File: src/rtl/rtc_irq_pkg.sv
package rtc_irq_pkg;
   localparam int NUM_SRC = 3;
   localparam int SRC_PER = 0;
   localparam int SRC_ALM = 1;
   localparam int SRC_UPD = 2;

   typedef enum logic [1:0] {
      ACC_IDLE   = 2'd0,
      ACC_RD_EN  = 2'd1,
      ACC_WR_EN  = 2'd2,
      ACC_RD_ST  = 2'd3
   } acc_kind_e;
endpackage

File: src/rtl/rtc_irq_flag_cell.sv
module rtc_irq_flag_cell (
   input  logic clk,
   input  logic rst_n,
   input  logic evt_i,
   input  logic clr_i,
   output logic flag_o
);
   logic flag_q;

   // a new event always wins over the clearing read
   always_ff @(posedge clk or negedge rst_n) begin
      if (!rst_n)      flag_q <= 1'b0;
      else if (evt_i)  flag_q <= 1'b1;
      else if (clr_i)  flag_q <= 1'b0;
   end

   assign flag_o = flag_q;

   AST_EVENT_SETS_FLAG: assert property (@(posedge clk) disable iff (!rst_n)
      evt_i |=> flag_o);
   AST_CLEAR_DROPS_FLAG: assert property (@(posedge clk) disable iff (!rst_n)
      (clr_i && !evt_i) |=> !flag_o);
endmodule

File: src/rtl/rtc_irq_bus_decode.sv
module rtc_irq_bus_decode
   import rtc_irq_pkg::*;
#(
   parameter int ADDR_W      = 4,
   parameter int ENABLE_ADDR = 1,
   parameter int STATUS_ADDR = 2
) (
   input  logic              bus_sel_i,
   input  logic              bus_wr_i,
   input  logic [ADDR_W-1:0] bus_addr_i,
   input  logic              on_backup_i,
   output acc_kind_e         kind_o
);
   localparam logic [ADDR_W-1:0] EN_A = ADDR_W'(ENABLE_ADDR);
   localparam logic [ADDR_W-1:0] ST_A = ADDR_W'(STATUS_ADDR);

   initial begin
      if (ENABLE_ADDR == STATUS_ADDR)
         $error("enable and status registers share one address");
      if (ENABLE_ADDR >= (1 << ADDR_W) || STATUS_ADDR >= (1 << ADDR_W))
         $error("register address does not fit ADDR_W");
   end

   always_comb begin
      kind_o = ACC_IDLE;
      if (bus_sel_i && !on_backup_i) begin
         if (bus_addr_i == EN_A)
            kind_o = bus_wr_i ? ACC_WR_EN : ACC_RD_EN;
         else if (bus_addr_i == ST_A && !bus_wr_i)
            kind_o = ACC_RD_ST;
      end
   end
endmodule

File: src/rtl/rtc_irq_enable_reg.sv
module rtc_irq_enable_reg
   import rtc_irq_pkg::*;
#(
   parameter int DATA_W = 8
) (
   input  logic               clk,
   input  logic               rst_n,
   input  logic               wr_i,
   input  logic [DATA_W-1:0]  wdata_i,
   input  logic               on_backup_i,
   output logic [NUM_SRC-1:0] en_o,
   output logic [NUM_SRC-1:0] en_next_o
);
   logic [NUM_SRC-1:0] en_q;

   assign en_next_o = wr_i ? wdata_i[NUM_SRC-1:0] : en_q;

   always_ff @(posedge clk or negedge rst_n) begin
      if (!rst_n) en_q <= '0;
      else        en_q <= en_next_o;
   end

   assign en_o = en_q;

   AST_BACKUP_HOLDS_ENABLE: assert property (@(posedge clk) disable iff (!rst_n)
      on_backup_i |=> $stable(en_o));
endmodule

File: src/rtl/rtc_irq_ctrl.sv
module rtc_irq_ctrl
   import rtc_irq_pkg::*;
#(
   parameter int ADDR_W      = 4,
   parameter int DATA_W      = 8,
   parameter int ENABLE_ADDR = 1,
   parameter int STATUS_ADDR = 2,
   parameter bit RDATA_REG   = 1'b0
) (
   input  logic              clk,
   input  logic              rst_n,
   input  logic              bus_sel_i,
   input  logic              bus_wr_i,
   input  logic [ADDR_W-1:0] bus_addr_i,
   input  logic [DATA_W-1:0] bus_wdata_i,
   output logic [DATA_W-1:0] bus_rdata_o,
   input  logic              evt_periodic_i,
   input  logic              evt_alarm_i,
   input  logic              evt_update_i,
   input  logic              on_backup_i,
   output logic              irq_oe_o,
   output logic              irq_dat_o
);
   localparam int SUM_BIT = DATA_W - 1;

   initial begin
      if (DATA_W < NUM_SRC + 1)
         $error("DATA_W too small for flags plus summary bit");
      if (ADDR_W < 1)
         $error("ADDR_W must be at least 1");
   end

   acc_kind_e          kind;
   logic [NUM_SRC-1:0] evt;
   logic [NUM_SRC-1:0] flags;
   logic [NUM_SRC-1:0] flags_next;
   logic [NUM_SRC-1:0] en_q;
   logic [NUM_SRC-1:0] en_next;
   logic               clr;
   logic               sum_q;
   logic [DATA_W-1:0]  rd_mux;

   always_comb begin
      evt          = '0;
      evt[SRC_PER] = evt_periodic_i;
      evt[SRC_ALM] = evt_alarm_i;
      evt[SRC_UPD] = evt_update_i;
   end

   rtc_irq_bus_decode #(
      .ADDR_W(ADDR_W), .ENABLE_ADDR(ENABLE_ADDR), .STATUS_ADDR(STATUS_ADDR)
   ) u_dec (
      .bus_sel_i(bus_sel_i), .bus_wr_i(bus_wr_i), .bus_addr_i(bus_addr_i),
      .on_backup_i(on_backup_i), .kind_o(kind)
   );

   assign clr = (kind == ACC_RD_ST);

   rtc_irq_enable_reg #(.DATA_W(DATA_W)) u_en (
      .clk(clk), .rst_n(rst_n), .wr_i(kind == ACC_WR_EN),
      .wdata_i(bus_wdata_i), .on_backup_i(on_backup_i),
      .en_o(en_q), .en_next_o(en_next)
   );

   for (genvar s = 0; s < NUM_SRC; s++) begin : g_src
      rtc_irq_flag_cell u_cell (
         .clk(clk), .rst_n(rst_n), .evt_i(evt[s]), .clr_i(clr), .flag_o(flags[s])
      );
      assign flags_next[s] = evt[s] | (flags[s] & ~clr);
   end

   // summary: sticky record of any raised request, aligned to the request line
   always_ff @(posedge clk or negedge rst_n) begin
      if (!rst_n) sum_q <= 1'b0;
      else        sum_q <= (sum_q & ~clr) | (|(flags_next & en_next));
   end

   assign irq_oe_o  = |(flags & en_q);
   assign irq_dat_o = 1'b0;

   always_comb begin
      rd_mux = '0;
      case (kind)
         ACC_RD_EN: rd_mux[NUM_SRC-1:0] = en_q;
         ACC_RD_ST: begin
            rd_mux[NUM_SRC-1:0] = flags;
            rd_mux[SUM_BIT]     = sum_q;
         end
         default: rd_mux = '0;
      endcase
   end

   if (RDATA_REG) begin : g_rd_reg
      logic [DATA_W-1:0] rd_q;
      always_ff @(posedge clk or negedge rst_n) begin
         if (!rst_n) rd_q <= '0;
         else        rd_q <= rd_mux;
      end
      assign bus_rdata_o = rd_q;
   end else begin : g_rd_comb
      assign bus_rdata_o = rd_mux;
   end

   AST_REQUEST_HAS_SUMMARY: assert property (@(posedge clk) disable iff (!rst_n)
      irq_oe_o |-> sum_q);
   AST_WRITE_KEEPS_FLAGS: assert property (@(posedge clk) disable iff (!rst_n)
      (kind == ACC_WR_EN && evt == '0) |=> $stable(flags));
   AST_READ_RELEASES_LINE: assert property (@(posedge clk) disable iff (!rst_n)
      (clr && evt == '0) |=> !irq_oe_o);
   AST_PIN_DATA_LOW: assert property (@(posedge clk) disable iff (!rst_n)
      !irq_dat_o);
endmodule

File: config.mk
export PLATFORM = sky130hd
export DESIGN_NAME = rtc_irq_ctrl
export DESIGN_NICKNAME = d
export VERILOG_FILES = /design/src/rtl/rtc_irq_pkg.sv /design/src/rtl/rtc_irq_flag_cell.sv /design/src/rtl/rtc_irq_bus_decode.sv /design/src/rtl/rtc_irq_enable_reg.sv /design/src/rtl/rtc_irq_ctrl.sv
export SDC_FILE = /design/constraint.sdc
export NUM_CORES = 1
export LEC_CHECK = 0
export BUFFER_PORTS_ARGS = -buffer_cell sky130_fd_sc_hd__buf_2
export CORE_MARGIN = 4
export CORE_UTILIZATION = 37
export CTS_BUF_LIST = sky130_fd_sc_hd__clkbuf_8 sky130_fd_sc_hd__clkbuf_16
export DETAILED_ROUTE_END_ITERATION = 16
export HOLD_SLACK_MARGIN = 0.12
export PLACE_DENSITY = 0.75
export SLEW_MARGIN = 40
export SYNTH_ARGS = -nofsm -noshare
export SYNTH_HDL_FRONTEND = slang
export SYNTH_SLANG_ARGS = --single-unit
File: constraint.sdc
create_clock -name clk -period 1.1 [get_ports clk]
set_clock_uncertainty 0.2 [all_clocks]
set_input_delay 0.165 -clock clk [delete_from_list [all_inputs] [get_ports clk]]
set_output_delay 0.165 -clock clk [all_outputs]
set_load 0.02 [all_outputs]
==> flow_metrics.tcl <==
set metrics [dict create \
    status "finished, violations left" \
    violations "hold timing, setup timing" \
    finalMaxSlewViolations 0 \
    syn_avg_cell_area_um2 9.31 \
    start_util_pct 39.1 \
    drive_above_1_share_pct 59.0 \
    postLayoutCellArea_um2 840 \
    crit_start "u_en.en_o[1]" \
    grt_max_degree 8 \
    synth_top_cell_area_share_pct 34.8 \
    critical_path.cell_chain "a222oi_1 -> inv_1 -> buf_2" \
    utilization_pct 65.3 \
    netlist-cell-type-count 24 \
    worst_slack_ns -0.497 \
    critPathBufInv 2 \
    rows 13 \
    wl_per_cell_um 15.9 \
    clock.fmax_ghz 0.626 \
    grt_pass1_vias 511 \
    htreeDepth 1 \
    core_area_um2 1280 \
    power_mw 0.874 \
    insertion_delay_ns 0.23 \
    nNetsFinal 104 \
    netlist.top_cell.by_area "dfrtp_1" \
    pwr-share-clk_pct 41.2 \
    timing.setup.tns_ns -2.53 \
    fin_hold_ws_ns -0.0439 \
    yosys_most_used_dff "dfrtp_1" \
    overflow 0 \
    area_growth_pct 66.9 \
    synth_edf_count 0 \
    crit_family "flip-flops" \
    die_area_um2 2010 \
    setup_viol 11 \
    vias_per_cell 5.41 \
    hold_viol 3 \
    crit_slowest_cell "dfrtp_1" \
    rsz0062_at_grt "true" \
    dp_hpwl_um 927 \
    first_pass_iters 4 \
    wl_um 1560 \
    synthesis.area_um2 503 \
    clkTransAtPathRegs_ns 0.04 \
    route.vias.total 530 \
    boundaryPins 30 \
    path_max_fanout 3 \
    setup.worst_path.end_class "output pin" \
    numCtsBuffers 3 \
    diodes 0 \
    route.detailed.drc 0 \
    cts.sinks 7 \
    cp.arrival_ns 1.23 \
    gp_congestion 0.818 \
    timing.rr.start "g_src[2].u_cell.flag_o" \
    async_flop_share_pct 100 \
    ir_drop_mv 0.688 \
    seqPwrFrac_pct 33.3 \
    critPathCapture "irq_oe_o" \
    finalNonFillerCells 98 \
    fin_crit_sh_pct 145 \
    dpl_cell_area_um2 664 \
    netlist_top_cells_area "dfrtp_1 (35%), buf_4 (7.5%), or2_1 (5.0%), nor4b_4 (4.7%), a21boi_1 (4.5%)" \
    yosys_warnings 0 \
    die_y_um 44.9 \
    cts_buffer_depth 2 \
    swShare_pct 28.6 \
    required_ns 0.73 \
    syn-instance-count 54 \
    hold_class "primary input to flop" \
    grt_pass1_wl_um 2280 \
    cpPeakStageDelay_ns 0.41 \
    ant_nets 0 \
    min_period_ns 1.60 \
    p_leak_nw 0.383 \
    crit_path_start_kind "flop" \
    cts_hold_buf 2 \
    reg2reg_to "sum_q" \
    root_buffer "clkbuf_8" \
    power_switching_mw 0.250 \
    fp.dieW_um 44.9 \
    rrSetupSlack_ns -0.10 \
    drt_iter0_drc 23 \
    ys_ff_latch 7 \
    crit_type "flop to output pin" \
    r2r_cells 5 \
    p_comb_share_pct 25.5 \
    tritoncts "built" \
    grt_antenna_before_repair 0 \
    grt_use_total_pct 16.5 \
    layout_common_cells "buf_2 (14), dfrtp_1 (7), conb_1 (5), buf_6 (5)" \
    dp_cells 90 \
    n_fill_cell 98 \
    final_common_cell "buf_2" \
    path_depth 3 \
    numPortBuffers 19 \
    maxCapViolations 0 \
    seq_area_frac_synth_pct 34.8 \
    power_density_nw_per_um2 1040 \
    p_int_mw 0.624 \
]
[synth_stat cells (all sizes together), types with 2 or more instances]
cell,count
nor2b,2
a21oi,2
inv,3
buf,6
a22oi,3
nand2,3
or2,4
dfrtp,7
a21boi,5
and3,3
o22ai,2
nor2,4
[worst reg2reg max path: cells and delay by family, from the launching register on]
kind | cells | cell delay (ns)
flip-flops | 1 | 0.40
AO/OA/AOI/OAI | 3 | 0.23
buffers and inverters | 1 | 0.15
AND/OR/NAND/NOR | 1 | 0.09
[how the worst min path moves through the flow]
stage / from / end / slack, ns / cells past startpoint
after floorplan: rst_n / g_src[0].u_cell.flag_o / -0.33 / 0
final: evt_alarm_i / g_src[1].u_cell.flag_o / -0.04 / 2
after CTS: evt_alarm_i / g_src[1].u_cell.flag_o / -0.06 / 2
after global routing: evt_alarm_i / g_src[1].u_cell.flag_o / -0.04 / 2
after global placement: rst_n / g_src[2].u_cell.flag_o / -0.19 / 1
after detailed placement: rst_n / g_src[2].u_cell.flag_o / -0.19 / 1
[registers in the layout (all words and copies together) (netlist names)]
register,flops
g_src.u_cell.flag_o,3
u_en.en_o,3
sum_q,1
[layer usage]
metal  vias up  wire [um]  global-route usage (%)
met4         0         93                    14.0
met2        28        863                    28.9
li1        240          -                       -
met1       252        516                    16.0
met5         -          0                       0
met3        10         91                    3.98
[cells by family (layout without fill, tap and decap cells)]
group | after synthesis | count (layout) | share of synthesized area [%]
other cells | 1 | 5 | 0.746
flops | 7 | 7 | 34.8
simple gates | 21 | 21 | 28.1
compound gates | 16 | 16 | 24.4
buf+inv | 9 | 34 | 11.9
[power by group through the flow]
stage	Clock, mW	Combinational [mW]	Sequential (mW)
after detailed placement	0	0.181	0.292
after floorplan	0	0.130	0.287
after global routing	0.381	0.240	0.294
after global placement	0	0.178	0.291
after CTS	0.362	0.204	0.291
final	0.360	0.223	0.291
[per-stage QoR]
step	hold WS, ns	setup slack (ns)
finish	-0.0439	-0.497
detailed placement	-0.193	-0.365
CTS	-0.0603	-0.475
floorplan	-0.331	-0.191
global placement	-0.195	-0.349
global route	-0.0440	-0.556
[repair_timing]
item / 4_1_cts / 5_1_grt
endpoints found under the setup margin: 11 / 11
resized for setup: 16 / 7
setup buffers: 3 / 0
pin swaps: 4 / 3
endpoints found under the hold margin: 14 / 4
[area by class of cell]
cell class | instances | area (um2) | share of cell area (%)
timing repair buffer | 27 | 219 | 26.1
clock buffer | 3 | 41.3 | 4.92
clock inverter | 1 | 3.75 | 0.447
tap | 15 | 18.8 | 2.24
multi-input combinational | 42 | 370 | 44.1
sequential | 7 | 175 | 20.9
inverter | 3 | 11.3 | 1.34
(Power assumes the default switching activity.)
